## config.mk

```make
export PLATFORM = sky130hd
export DESIGN_NAME = serial_mode_xcvr
export DESIGN_NICKNAME = d
export VERILOG_FILES = /design/src/rtl/smx_pkg.sv /design/src/rtl/smx_baud.sv /design/src/rtl/smx_ctrl.sv /design/src/rtl/smx_dpath.sv /design/src/rtl/serial_mode_xcvr.sv
export SDC_FILE = /design/constraint.sdc
export NUM_CORES = 1
export LEC_CHECK = 0
export CORE_AREA = 2 2 97 99
export CTS_BUF_LIST = sky130_fd_sc_hd__clkbuf_8
export DETAILED_ROUTE_END_ITERATION = 12
export DIE_AREA = 0 0 99 101
export PLACE_DENSITY = 0.7
export SLEW_MARGIN = 10
export SYNTH_ARGS = -nofsm -noshare
export SYNTH_HDL_FRONTEND = slang
export SYNTH_SLANG_ARGS = --single-unit
```

## constraint.sdc

```tcl
create_clock -name clk -period 3.6 [get_ports clk]
set_input_delay 0.9 -clock clk [delete_from_list [all_inputs] [get_ports clk]]
set_output_delay 0.9 -clock clk [all_outputs]
set_load 0.02 [all_outputs]
```

## src/rtl/smx_pkg.sv

```systemverilog
package smx_pkg;

  typedef enum logic [1:0] {
    CLK_SYS   = 2'b00,
    CLK_SUB   = 2'b01,
    CLK_DIV16 = 2'b10,
    CLK_DIV64 = 2'b11
  } clkSrcT;

  typedef enum logic [2:0] {
    TX_IDLE, TX_START, TX_DATA, TX_MP, TX_STOP1, TX_STOP2
  } txStateT;

  typedef enum logic [2:0] {
    RX_IDLE, RX_START, RX_DATA, RX_MP, RX_STOP, RX_TAIL, RX_HOLD
  } rxStateT;

  typedef enum logic [1:0] {
    LINE_MARK, LINE_SPACE, LINE_DATA, LINE_MPB
  } lineSelT;

  // control -> datapath strobes
  typedef struct packed {
    logic    txLoad;
    logic    txAdvance;
    lineSelT txLineSel;
    logic    rxShift;
    logic    rxMpCapture;
    logic    rxDeliver;
    logic    rxCheckStop;
    logic    rxMpUse;
  } strobeT;

endpackage

```

## src/rtl/smx_baud.sv

```systemverilog
module smx_baud
  import smx_pkg::*;
#(
  parameter int BR_W       = 8,
  parameter int PRE_LO_LOG = 4,
  parameter int PRE_HI_LOG = 6
) (
  input  logic            clk,
  input  logic            rstN,
  input  logic [1:0]      clkSel,
  input  logic            lowPower,
  input  logic            subClkEn,
  input  logic [BR_W-1:0] brDiv,
  input  logic            allIdle,
  output logic            tick16
);

  clkSrcT                selAct;
  logic                  lpAct;
  logic [PRE_HI_LOG-1:0] preCnt;
  logic                  subHalf;
  logic                  srcTick;
  logic [BR_W-1:0]       brCnt;
  logic                  brWrap;

  // source selection is re-sampled only while both directions are idle
  always_ff @(posedge clk or negedge rstN) begin
    if (!rstN) begin
      selAct <= CLK_SYS;
      lpAct  <= 1'b0;
    end else if (allIdle) begin
      selAct <= clkSrcT'(clkSel);
      lpAct  <= lowPower;
    end
  end

  always_ff @(posedge clk or negedge rstN) begin
    if (!rstN) begin
      preCnt  <= '0;
      subHalf <= 1'b0;
    end else begin
      preCnt <= preCnt + 1'b1;
      if (subClkEn) subHalf <= ~subHalf;
    end
  end

  always_comb begin
    unique case (selAct)
      CLK_SYS:   srcTick = 1'b1;
      CLK_SUB:   srcTick = subClkEn && (lpAct || subHalf);
      CLK_DIV16: srcTick = &preCnt[PRE_LO_LOG-1:0];
      default:   srcTick = &preCnt;
    endcase
  end

  assign brWrap = srcTick && (brCnt >= brDiv);

  always_ff @(posedge clk or negedge rstN) begin
    if (!rstN) begin
      brCnt  <= '0;
      tick16 <= 1'b0;
    end else begin
      tick16 <= brWrap;
      if (brWrap)       brCnt <= '0;
      else if (srcTick) brCnt <= brCnt + 1'b1;
    end
  end

  // prescaled sources never give ticks on adjacent cycles
  a_r7_div_gap: assert property (@(posedge clk) disable iff (!rstN)
    (selAct[1] && selAct == $past(selAct) && tick16) |=> !tick16);

endmodule

```

## src/rtl/smx_ctrl.sv

```systemverilog
module smx_ctrl
  import smx_pkg::*;
#(
  parameter int DATA_W = 8,
  parameter int OVS    = 16
) (
  input  logic   clk,
  input  logic   rstN,
  input  logic   tick16,
  input  logic   txValid,
  input  logic   modeStop,
  input  logic   modeMp,
  input  logic   syncMode,
  input  logic   rxBit,
  output logic   txReady,
  output logic   allIdle,
  output strobeT strobe
);

  localparam int CNT_W = $clog2(OVS);
  localparam int IDX_W = $clog2(DATA_W);
  localparam logic [CNT_W-1:0] SUB_LAST = CNT_W'(OVS - 1);
  localparam logic [CNT_W-1:0] SUB_MID  = CNT_W'(OVS / 2 - 1);
  localparam logic [IDX_W-1:0] IDX_LAST = IDX_W'(DATA_W - 1);

  txStateT          txState, txNext;
  logic [CNT_W-1:0] txSub;
  logic [IDX_W-1:0] txIdx;
  logic             txLatStop, txLatMp, txLatSync;
  logic             txBitEnd;

  rxStateT          rxState, rxNext;
  logic [CNT_W-1:0] rxSub;
  logic [IDX_W-1:0] rxIdx;
  logic             rxLatMp, rxLatSync;
  logic             rxStartMid, rxBitMid;

  assign txBitEnd   = tick16 && (txSub == SUB_LAST);
  assign rxStartMid = tick16 && (rxSub == SUB_MID);
  assign rxBitMid   = tick16 && (rxSub == SUB_LAST);

  always_comb begin
    txNext = txState;
    rxNext = rxState;
    strobe = '0;
    strobe.txLineSel = LINE_MARK;

    unique case (txState)
      TX_IDLE: if (txValid) begin
        txNext = TX_START;
        strobe.txLoad = 1'b1;
      end
      TX_START: if (txBitEnd) begin
        txNext = TX_DATA;
        strobe.txAdvance = 1'b1;
        strobe.txLineSel = LINE_DATA;
      end
      TX_DATA: if (txBitEnd) begin
        strobe.txAdvance = 1'b1;
        if (txIdx != IDX_LAST) begin
          strobe.txLineSel = LINE_DATA;
        end else if (txLatSync) begin
          txNext = TX_IDLE;
        end else if (txLatMp) begin
          txNext = TX_MP;
          strobe.txLineSel = LINE_MPB;
        end else begin
          txNext = TX_STOP1;
        end
      end
      TX_MP: if (txBitEnd) begin
        txNext = TX_STOP1;
        strobe.txAdvance = 1'b1;
      end
      TX_STOP1: if (txBitEnd) begin
        txNext = txLatStop ? TX_STOP2 : TX_IDLE;
        strobe.txAdvance = 1'b1;
      end
      TX_STOP2: if (txBitEnd) begin
        txNext = TX_IDLE;
        strobe.txAdvance = 1'b1;
      end
      default: txNext = TX_IDLE;
    endcase

    strobe.rxMpUse = rxLatMp && !rxLatSync;
    unique case (rxState)
      RX_IDLE: if (tick16 && !rxBit) rxNext = RX_START;
      RX_START: if (rxStartMid) rxNext = rxBit ? RX_IDLE : RX_DATA;
      RX_DATA: if (rxBitMid) begin
        strobe.rxShift = 1'b1;
        if (rxIdx == IDX_LAST) begin
          if (rxLatSync) begin
            rxNext = RX_TAIL;
            strobe.rxDeliver = 1'b1;
          end else begin
            rxNext = rxLatMp ? RX_MP : RX_STOP;
          end
        end
      end
      RX_MP: if (rxBitMid) begin
        strobe.rxMpCapture = 1'b1;
        rxNext = RX_STOP;
      end
      RX_STOP: if (rxBitMid) begin
        strobe.rxDeliver   = 1'b1;
        strobe.rxCheckStop = 1'b1;
        rxNext = rxBit ? RX_IDLE : RX_HOLD;
      end
      RX_TAIL: if (rxStartMid) rxNext = RX_IDLE;
      RX_HOLD: if (rxBit) rxNext = RX_IDLE;
      default: rxNext = RX_IDLE;
    endcase
  end

  always_ff @(posedge clk or negedge rstN) begin
    if (!rstN) begin
      txState   <= TX_IDLE;
      txSub     <= '0;
      txIdx     <= '0;
      txLatStop <= 1'b0;
      txLatMp   <= 1'b0;
      txLatSync <= 1'b0;
    end else begin
      txState <= txNext;
      if (txState == TX_IDLE || txBitEnd) txSub <= '0;
      else if (tick16)                    txSub <= txSub + 1'b1;
      if (strobe.txLoad) begin
        txIdx     <= '0;
        txLatStop <= modeStop;
        txLatMp   <= modeMp;
        txLatSync <= syncMode;
      end else if (txState == TX_DATA && txBitEnd) begin
        txIdx <= txIdx + 1'b1;
      end
    end
  end

  always_ff @(posedge clk or negedge rstN) begin
    if (!rstN) begin
      rxState   <= RX_IDLE;
      rxSub     <= '0;
      rxIdx     <= '0;
      rxLatMp   <= 1'b0;
      rxLatSync <= 1'b0;
    end else begin
      rxState <= rxNext;
      if (rxNext != rxState || rxBitMid) rxSub <= '0;
      else if (tick16)                   rxSub <= rxSub + 1'b1;
      if (rxState == RX_START && rxNext == RX_DATA) begin
        rxIdx     <= '0;
        rxLatMp   <= modeMp;
        rxLatSync <= syncMode;
      end else if (strobe.rxShift) begin
        rxIdx <= rxIdx + 1'b1;
      end
    end
  end

  assign txReady = (txState == TX_IDLE);
  assign allIdle = (txState == TX_IDLE) && (rxState == RX_IDLE);

  // the stop-bit choice is frozen for the whole frame
  a_r11_stop_frozen: assert property (@(posedge clk) disable iff (!rstN)
    (txState != TX_IDLE && $past(txState) != TX_IDLE) |-> $stable(txLatStop));

  // a start bit that is high again at mid-bit is dropped
  a_r10_glitch_drop: assert property (@(posedge clk) disable iff (!rstN)
    (rxState == RX_START && rxStartMid && rxBit) |=> (rxState == RX_IDLE));

  // a good first stop bit returns straight to start hunting
  a_r9_stop_rehunt: assert property (@(posedge clk) disable iff (!rstN)
    (rxState == RX_STOP && rxBitMid && rxBit) |=> (rxState == RX_IDLE));

  // after a bad stop bit the receiver waits for a high line
  a_r8_hold_low: assert property (@(posedge clk) disable iff (!rstN)
    (rxState == RX_HOLD && !rxBit) |=> (rxState == RX_HOLD));

endmodule

```

## src/rtl/smx_dpath.sv

```systemverilog
module smx_dpath
  import smx_pkg::*;
#(
  parameter int DATA_W = 8
) (
  input  logic              clk,
  input  logic              rstN,
  input  strobeT            strobe,
  input  logic [DATA_W-1:0] txData,
  input  logic              txMpBit,
  input  logic              rxLine,
  output logic              txLine,
  output logic              rxBit,
  output logic [DATA_W-1:0] rxData,
  output logic              rxValid,
  output logic              rxFrameErr,
  output logic              rxMpBit
);

  logic [DATA_W-1:0] txShiftReg;
  logic              txMpReg;
  logic [1:0]        rxSync;
  logic [DATA_W-1:0] rxShiftReg;
  logic [DATA_W-1:0] rxShiftNext;
  logic              rxMpStage;

  always_ff @(posedge clk or negedge rstN) begin
    if (!rstN) begin
      txShiftReg <= '0;
      txMpReg    <= 1'b0;
      txLine     <= 1'b1;
    end else if (strobe.txLoad) begin
      txShiftReg <= txData;
      txMpReg    <= txMpBit;
      txLine     <= 1'b0;
    end else if (strobe.txAdvance) begin
      unique case (strobe.txLineSel)
        LINE_DATA: begin
          txLine     <= txShiftReg[0];
          txShiftReg <= {1'b0, txShiftReg[DATA_W-1:1]};
        end
        LINE_MPB:   txLine <= txMpReg;
        LINE_SPACE: txLine <= 1'b0;
        default:    txLine <= 1'b1;
      endcase
    end
  end

  assign rxBit       = rxSync[1];
  assign rxShiftNext = {rxBit, rxShiftReg[DATA_W-1:1]};

  always_ff @(posedge clk or negedge rstN) begin
    if (!rstN) begin
      rxSync     <= 2'b11;
      rxShiftReg <= '0;
      rxMpStage  <= 1'b0;
      rxData     <= '0;
      rxValid    <= 1'b0;
      rxFrameErr <= 1'b0;
      rxMpBit    <= 1'b0;
    end else begin
      rxSync  <= {rxSync[0], rxLine};
      rxValid <= strobe.rxDeliver;
      if (strobe.rxShift)     rxShiftReg <= rxShiftNext;
      if (strobe.rxMpCapture) rxMpStage  <= rxBit;
      if (strobe.rxDeliver) begin
        rxData     <= strobe.rxShift ? rxShiftNext : rxShiftReg;
        rxFrameErr <= strobe.rxCheckStop && !rxBit;
        rxMpBit    <= strobe.rxMpUse && rxMpStage;
      end
    end
  end

  // the byte strobe never lasts two cycles
  a_r12_valid_pulse: assert property (@(posedge clk) disable iff (!rstN)
    rxValid |=> !rxValid);

  // a frame delivered without a stop check carries no framing error
  a_r6_no_err_unchecked: assert property (@(posedge clk) disable iff (!rstN)
    (strobe.rxDeliver && !strobe.rxCheckStop) |=> !rxFrameErr);

endmodule

```

## src/rtl/serial_mode_xcvr.sv

```systemverilog
module serial_mode_xcvr
  import smx_pkg::*;
#(
  parameter int DATA_W     = 8,
  parameter int OVS        = 16,
  parameter int BR_W       = 8,
  parameter int PRE_LO_LOG = 4,
  parameter int PRE_HI_LOG = 6
) (
  input  logic              clk,
  input  logic              rstN,
  input  logic [1:0]        clkSel,
  input  logic              lowPower,
  input  logic              subClkEn,
  input  logic [BR_W-1:0]   brDiv,
  input  logic              modeStop,
  input  logic              modeMp,
  input  logic              syncMode,
  input  logic [DATA_W-1:0] txData,
  input  logic              txMpBit,
  input  logic              txValid,
  output logic              txReady,
  output logic              txLine,
  input  logic              rxLine,
  output logic [DATA_W-1:0] rxData,
  output logic              rxValid,
  output logic              rxFrameErr,
  output logic              rxMpBit
);

  logic   tick16;
  logic   allIdle;
  logic   rxBit;
  strobeT strobe;

  smx_baud #(
    .BR_W(BR_W), .PRE_LO_LOG(PRE_LO_LOG), .PRE_HI_LOG(PRE_HI_LOG)
  ) baud_i (
    .clk(clk), .rstN(rstN), .clkSel(clkSel), .lowPower(lowPower),
    .subClkEn(subClkEn), .brDiv(brDiv), .allIdle(allIdle), .tick16(tick16)
  );

  smx_ctrl #(.DATA_W(DATA_W), .OVS(OVS)) ctrl_i (
    .clk(clk), .rstN(rstN), .tick16(tick16), .txValid(txValid),
    .modeStop(modeStop), .modeMp(modeMp), .syncMode(syncMode),
    .rxBit(rxBit), .txReady(txReady), .allIdle(allIdle), .strobe(strobe)
  );

  smx_dpath #(.DATA_W(DATA_W)) dpath_i (
    .clk(clk), .rstN(rstN), .strobe(strobe), .txData(txData),
    .txMpBit(txMpBit), .rxLine(rxLine), .txLine(txLine), .rxBit(rxBit),
    .rxData(rxData), .rxValid(rxValid), .rxFrameErr(rxFrameErr),
    .rxMpBit(rxMpBit)
  );

  // an idle transmitter holds the line at mark
  a_r4_idle_mark: assert property (@(posedge clk) disable iff (!rstN)
    txReady |-> txLine);

  // an accepted byte starts with a space
  a_r2_start_space: assert property (@(posedge clk) disable iff (!rstN)
    (txValid && txReady) |=> !txLine);

endmodule

```

==> results of run 1 <==
-- layout by cell type (no fill, tap or decap), types with 2 or more instances in the layout --
master and count:
xnor2_1 7, xor2_1 5, nand2_1 44, nand2b_1 6
and2_1 2, a21oi_1 14, inv_1 14, o211ai_1 2
clkdlybuf4s50_1 39, o21ai_0 18, dfrtp_1 73, nor3_2 3
buf_4 2, nor3_1 4, clkinv_2 4, a31oi_1 2
nand3b_1 3, a22o_1 5, nand3_1 13, and3_1 3
nand4_1 4, a221o_1 2, nor2_1 34, dfstp_2 3
nand4b_1 2, mux2i_1 9, ha_1 16, clkbuf_8 11
nor2b_1 4, mux2_2 22, o21a_1 2
-- cell type report --
cell class              count  area share, %
clock buffers              11          3.431
clock inverters             5          1.134
inverters                  14          1.191
multi-input cells         252          38.73
flip-flops and latches     76          43.18
well taps                 111          3.147
repair buffers             41          9.186
-- power groups by stage --
stage	combinational, W	clock [W]	sequential (W)
global placement	0.000540	0	0.00120
CTS	0.000571	0.000675	0.00119
finish	0.000560	0.000651	0.00119
global route	0.000650	0.000716	0.00122
floorplan	0.000456	0	0.00114
detailed placement	0.000569	0	0.00121
-- metrics by stage --
stage	cell area, um^2	utilization, %	setup slack (ns)
after floorplan	3739	-	1.286
after global placement	4212	46.91	0.6804
after detailed placement	4212	46.91	0.5371
after CTS	4413	49.16	0.8175
after global routing	4413	49.16	0.7609
final	4413	49.16	0.8477
-- metal layers --
metal / vias up / routed length, um / GRT usage [%]
li1: 1318 / - / -
met1: 1302 / 2937 / 18.04
met2: 59 / 3364 / 25.78
met3: 2 / 330 / 4.646
met4: 0 / 15 / 3.793
met5: - / 0 / 0
-- how the worst max path moves through the flow --
stage                            from         endpoint  depth (start not counted)  slack [ns]
finish              ctrl_i.txState[2]          txReady                          3        0.85
global route        ctrl_i.txState[2]          txReady                          3        0.76
CTS                 ctrl_i.txState[2]          txReady                          3        0.82
detailed placement           brDiv[5]  baud_i.brCnt[3]                          7        0.54
global placement             brDiv[5]  baud_i.brCnt[4]                          7        0.68
floorplan                    brDiv[5]  baud_i.brCnt[4]                          6        1.29
-- state kept, by name, indices dropped and copies added (netlist names), 4 cells and up --
signal,cells
baud_i.brCnt,8
baud_i.preCnt,6
ctrl_i.rxSub,4
ctrl_i.txSub,4
dpath_i.rxData,8
dpath_i.rxShiftReg,8
dpath_i.txShiftReg,8
-- worst max-delay path: cells and delay by family, from the launching register on --
family / cells / cell delay (ns)
buffers and inverters: 2 / 0.76
flip-flops: 1 / 0.52
AND/OR/NAND/NOR: 1 / 0.23
-- kinds of logic (layout without fill, tap and decap cells) --
group	Yosys count	after routing	synth area share (%)
AND/OR/NAND/NOR	131	131	17.44
flip-flops	76	76	50.97
AO/OA/AOI/OAI	62	62	11.08
multiplexers	31	31	9.036
buffers and inverters	26	71	3.313
adder cells (fa/ha/maj)	16	16	5.355
XOR/XNOR	12	12	2.811
==> flow_summary.yaml, run 1 <==
outcome:
  outcome: "finished, final reports clean"
timing:
  hold_viol: 0
  rsz0062_at_grt: "false"
  finalSetupViolations: 0
  tns_ns: 0
  post-route-period-util_pct: 76.45
  hold_ws_ns: 0.3575
  drv_slew: 0
  fmax_mhz: 363.3
  fin_crit_ns: 2.752
  worst_slew_pin_slew_ns: 0.9284
  fin_skew_ns: 0.005128
  relSlewSlack_pct: 38.11
floorplan:
  core-area_mm2: 0.008977
  die_w_um: 99
  io_pins: 41
  initial_core_util_pct: 41.64
  die_h_um: 101
  dieArea_mm2: 0.009999
  rows: 35
cts:
  cts_setup_buffers: 0
  cts_resized: 0
  cts.sink_count: 76
  clk_pin_slew_ns: 0.07
  hold_buffers: 0
  h-tree-depth: 3
  cts_tree: "yes"
  clockBufferDepth: 2
  cts_inserted_buffers: 9
  clock_latency_ns: 0.34
  clockRootBuffer: "clkbuf_8"
pwr:
  p_int_w: 0.001653
  power_frac_seq_pct: 49.6
  p_switching_w: 0.0007508
  p_leak_nw: 2.011
  powerDensity_mw_per_mm2: 544.7
  power.total_w: 0.002404
  ir_drop_mv: 0.2364
  p_comb_share_pct: 23.3
  clock_power_share_pct: 27.1
  swShare_pct: 31.23
drt:
  dr.pass1.iters: 4
  avgViaCountPerCell: 5.257
  wire_per_inst_um: 13.04
  num_vias: 2681
  drcViolationCount: 0
  ant_nets: 0
  routed_wl_mm: 6.648
  first_iter_violations: 170
logic_synthesis:
  yosys-top-cells-count: "dfrtp_1, nand2_1, nor2_1"
  yosysTopAreaCell: "dfrtp_1"
  synth_area_mm2: 0.003739
  synth-edff-count: 0
  syn_inst: 354
  ys_seq_area_share_pct: 50.97
  synthFlopType: "dfrtp_1"
  async_flop_share_pct: 100.0
  yosys.area.top_type_share_pct: 48.86
  syn-num-nets: 398
  netlist_top_cells_area: "dfrtp_1, mux2_2, ha_1, nand2_1, nor2_1"
  synth-seq-cells: 76
  yosysWarnings: 0
  synth_most_common_cell: "dfrtp_1"
  syn_area_per_cell_um2: 10.56
  synth_cell_types: 57
setup_path:
  r2r_slack_ns: 1.45
  cp.required_ns: 2.70
  cp-end-kind: "output pin"
  path_class: "flip-flop to output pin"
  crit_arrival_ns: 1.85
  r2r-start: "ctrl_i.txState[1]"
  crit_slowest_cell: "clkdlybuf4s50_1"
  rr_worst_depth: 5
  worstSetupStartpointType: "flip-flop"
  path_cells: "nor3_1 -> buf_4 -> clkdlybuf4s50_1"
  max_stage_delay_ns: 0.60
  timing.rr.end: "ctrl_i.txIdx[0]"
  crit_fanout: 12
layout:
  area_growth_pct: 18.04
  drive_gt1_share_pct: 13.28
  fin_cells: 510
  nFillCells: 844
  register_area_mm2: 0.001906
  diodes: 0
  multiInputGateArea_mm2: 0.001709
  final_nets: 438
global_routing:
  grt_max_degree: 77
  antenna_found_initial: 0
  grt_pass1_wl_mm: 12.15
  grt_pass1_vias: 2715
  grt_usage_pct: 14.87
  grt_overflow: 0
placement:
  dpl.hpwl_mm: 4.639
  place_inst: 494
  gp_congestion: 0.8872
  port_buffers: 40
hold_path:
  min-delay-start: "dpath_i.rxSync[0]"
  min_to: "dpath_i.rxSync[1]"
  hold_class: "flip-flop to flip-flop"
  holdPathStages: 0
flow_run:
  max_cap_violations: 0
No activity file was read; power rests on OpenSTA's default activity.
==> run 2: changes to the inputs <==
==> constraint.sdc (replaced) <==
create_clock -name clk -period 2.9 [get_ports clk]
set_input_delay 0.725 -clock clk [delete_from_list [all_inputs] [get_ports clk]]
set_output_delay 0.725 -clock clk [all_outputs]
set_load 0.02 [all_outputs]
==> run 2 against run 1 <==
  * Clock skew grew 0.0023 ns
  * Largest cell class unchanged
  * Sequential power increased by 24%
  * Flip-flop and latch count unchanged
  * Highest routed layer unchanged
  * Register-to-register slack got worse by 0.65 ns
  * Clock-buffer cell count is 1 lower
  * Die area stayed put
==> flow_summary.yaml, run 2 (synthesis gave the netlist of run 1 again) <==
outcome:
  outcome: "finished, final reports clean"
drt:
  avgViaCountPerCell: 5.323
  first_iter_violations: 177
  routed_wl_mm: 6.826
  ant_nets: 0
  drcViolationCount: 0
  wire_per_inst_um: 13.28
  dr.pass1.iters: 4
  num_vias: 2736
setup_path:
  worstSetupStartpointType: "flip-flop"
  crit_fanout: 11
  path_class: "flip-flop to output pin"
  cp.required_ns: 2.17
  cp-end-kind: "output pin"
  crit_arrival_ns: 1.92
global_routing:
  antenna_found_initial: 0
  grt_pass1_wl_mm: 12.00
  grt_usage_pct: 14.87
  grt_overflow: 0
  grt_pass1_vias: 2679
  grt_max_degree: 77
floorplan:
  dieArea_mm2: 0.009999
  io_pins: 41
  rows: 35
  initial_core_util_pct: 41.64
  core-area_mm2: 0.008977
  die_w_um: 99
  die_h_um: 101
placement:
  dp_slack_ns: 0.08874
  port_buffers: 40
  dpl.hpwl_mm: 4.829
  gp_congestion: 0.8599
cts:
  clock_latency_ns: 0.35
  cts_inserted_buffers: 9
  h-tree-depth: 3
  clockBufferDepth: 2
  cts_tree: "yes"
  clk_pin_slew_ns: 0.07
  clockRootBuffer: "clkbuf_8"
  cts.sink_count: 76
  cts_resized: 0
  hold_buffers: 0
  cts_setup_buffers: 0
pwr:
  swShare_pct: 31.68
  powerDensity_mw_per_mm2: 669.3
  power_frac_seq_pct: 49.7
  ir_drop_mv: 0.3151
  p_leak_nw: 2.026
  p_int_w: 0.002030
  p_switching_w: 0.0009415
  clock_power_share_pct: 26.4
  p_comb_share_pct: 23.9
  power.total_w: 0.002971
timing:
  worst_slew_pin_slew_ns: 0.9303
  drv_slew: 0
  hold_ws_ns: 0.3582
  hold_viol: 0
  finalWorstSetupSlack_ns: 0.2508
  tns_ns: 0
  rsz0062_at_grt: "false"
  fin_crit_ns: 2.649
  post-route-period-util_pct: 91.35
  finalSetupViolations: 0
  relSlewSlack_pct: 37.98
  fmax_mhz: 377.5
  fin_skew_ns: 0.007456
layout:
  final_nets: 443
  area_growth_pct: 18.74
  final_cell_mix: "dfrtp_1, nand2_1, clkdlybuf4s50_1"
  multiInputGateArea_mm2: 0.001709
  drive_gt1_share_pct: 14.14
  final_core_util_pct: 49.45
  final_common_cell: "dfrtp_1"
  register_area_mm2: 0.001906
  diodes: 0
  nFillCells: 814
flow_run:
  max_cap_violations: 0
hold_path:
  hold_class: "flip-flop to flip-flop"
[run 2: changes by cell type in the layout (fill, tap and decap cells not counted)]
cell        delta
buf_4          +5
clkbuf_8       -1
clkinv_2       -1
clkinvlp_4     +1
[run 2: final timing paths]
check	end	cells after the start	startpoint	slack [ns]
max	txReady	2	ctrl_i.txState[1]	0.25
min	dpath_i.rxSync[1]	0	dpath_i.rxSync[0]	0.36
min reg2reg	dpath_i.rxSync[1]	0	dpath_i.rxSync[0]	0.36
max in group asynchronous	ctrl_i.txIdx[0]	1	rstN	1.78
max reg2reg	dpath_i.txShiftReg[1]	7	ctrl_i.txIdx[0]	0.80
min in group asynchronous	dpath_i.rxData[0]	1	rstN	0.53
[run 2: layer usage]
layer / routed length, um / GRT usage [%] / up-vias
met3: 337 / 4.369 / 8
met1: 3132 / 18.26 / 1328
met4: 85 / 4.847 / 0
met5: 0 / 0 / -
met2: 3271 / 25.21 / 67
li1: - / - / 1333
[run 2: critical path, stage by stage, from the launching register on]
cell and delay (ns):
dfrtp_1 0.49, nor3_1 0.40, clkdlybuf4s50_1 0.69
[run 2: cell type report]
cell class | instances | area share [%]
multi-input combinational | 252 | 38.50
inverter | 14 | 1.184
tap | 111 | 3.129
clock buffer | 10 | 3.100
sequential | 76 | 42.93
timing repair buffer | 46 | 9.977
clock inverter | 5 | 1.184
[run 2: power groups by stage]
| stage | sequential, W | combinational [W] | clock [W] |
|---|---|---|---|
| after floorplan | 0.00142 | 0.000566 | 0 |
| after global placement | 0.00148 | 0.000686 | 0 |
| after detailed placement | 0.00149 | 0.000719 | 0 |
| after CTS | 0.00147 | 0.000720 | 0.000814 |
| after global routing | 0.00151 | 0.000812 | 0.000849 |
| final | 0.00148 | 0.000709 | 0.000786 |
[run 2: stage by stage]
stage                     area, um^2  std cells
after floorplan                 3739        354
after global placement          4249        499
after detailed placement        4249        499
after CTS                       4439        514
after global routing            4439        514
final                           4439        514
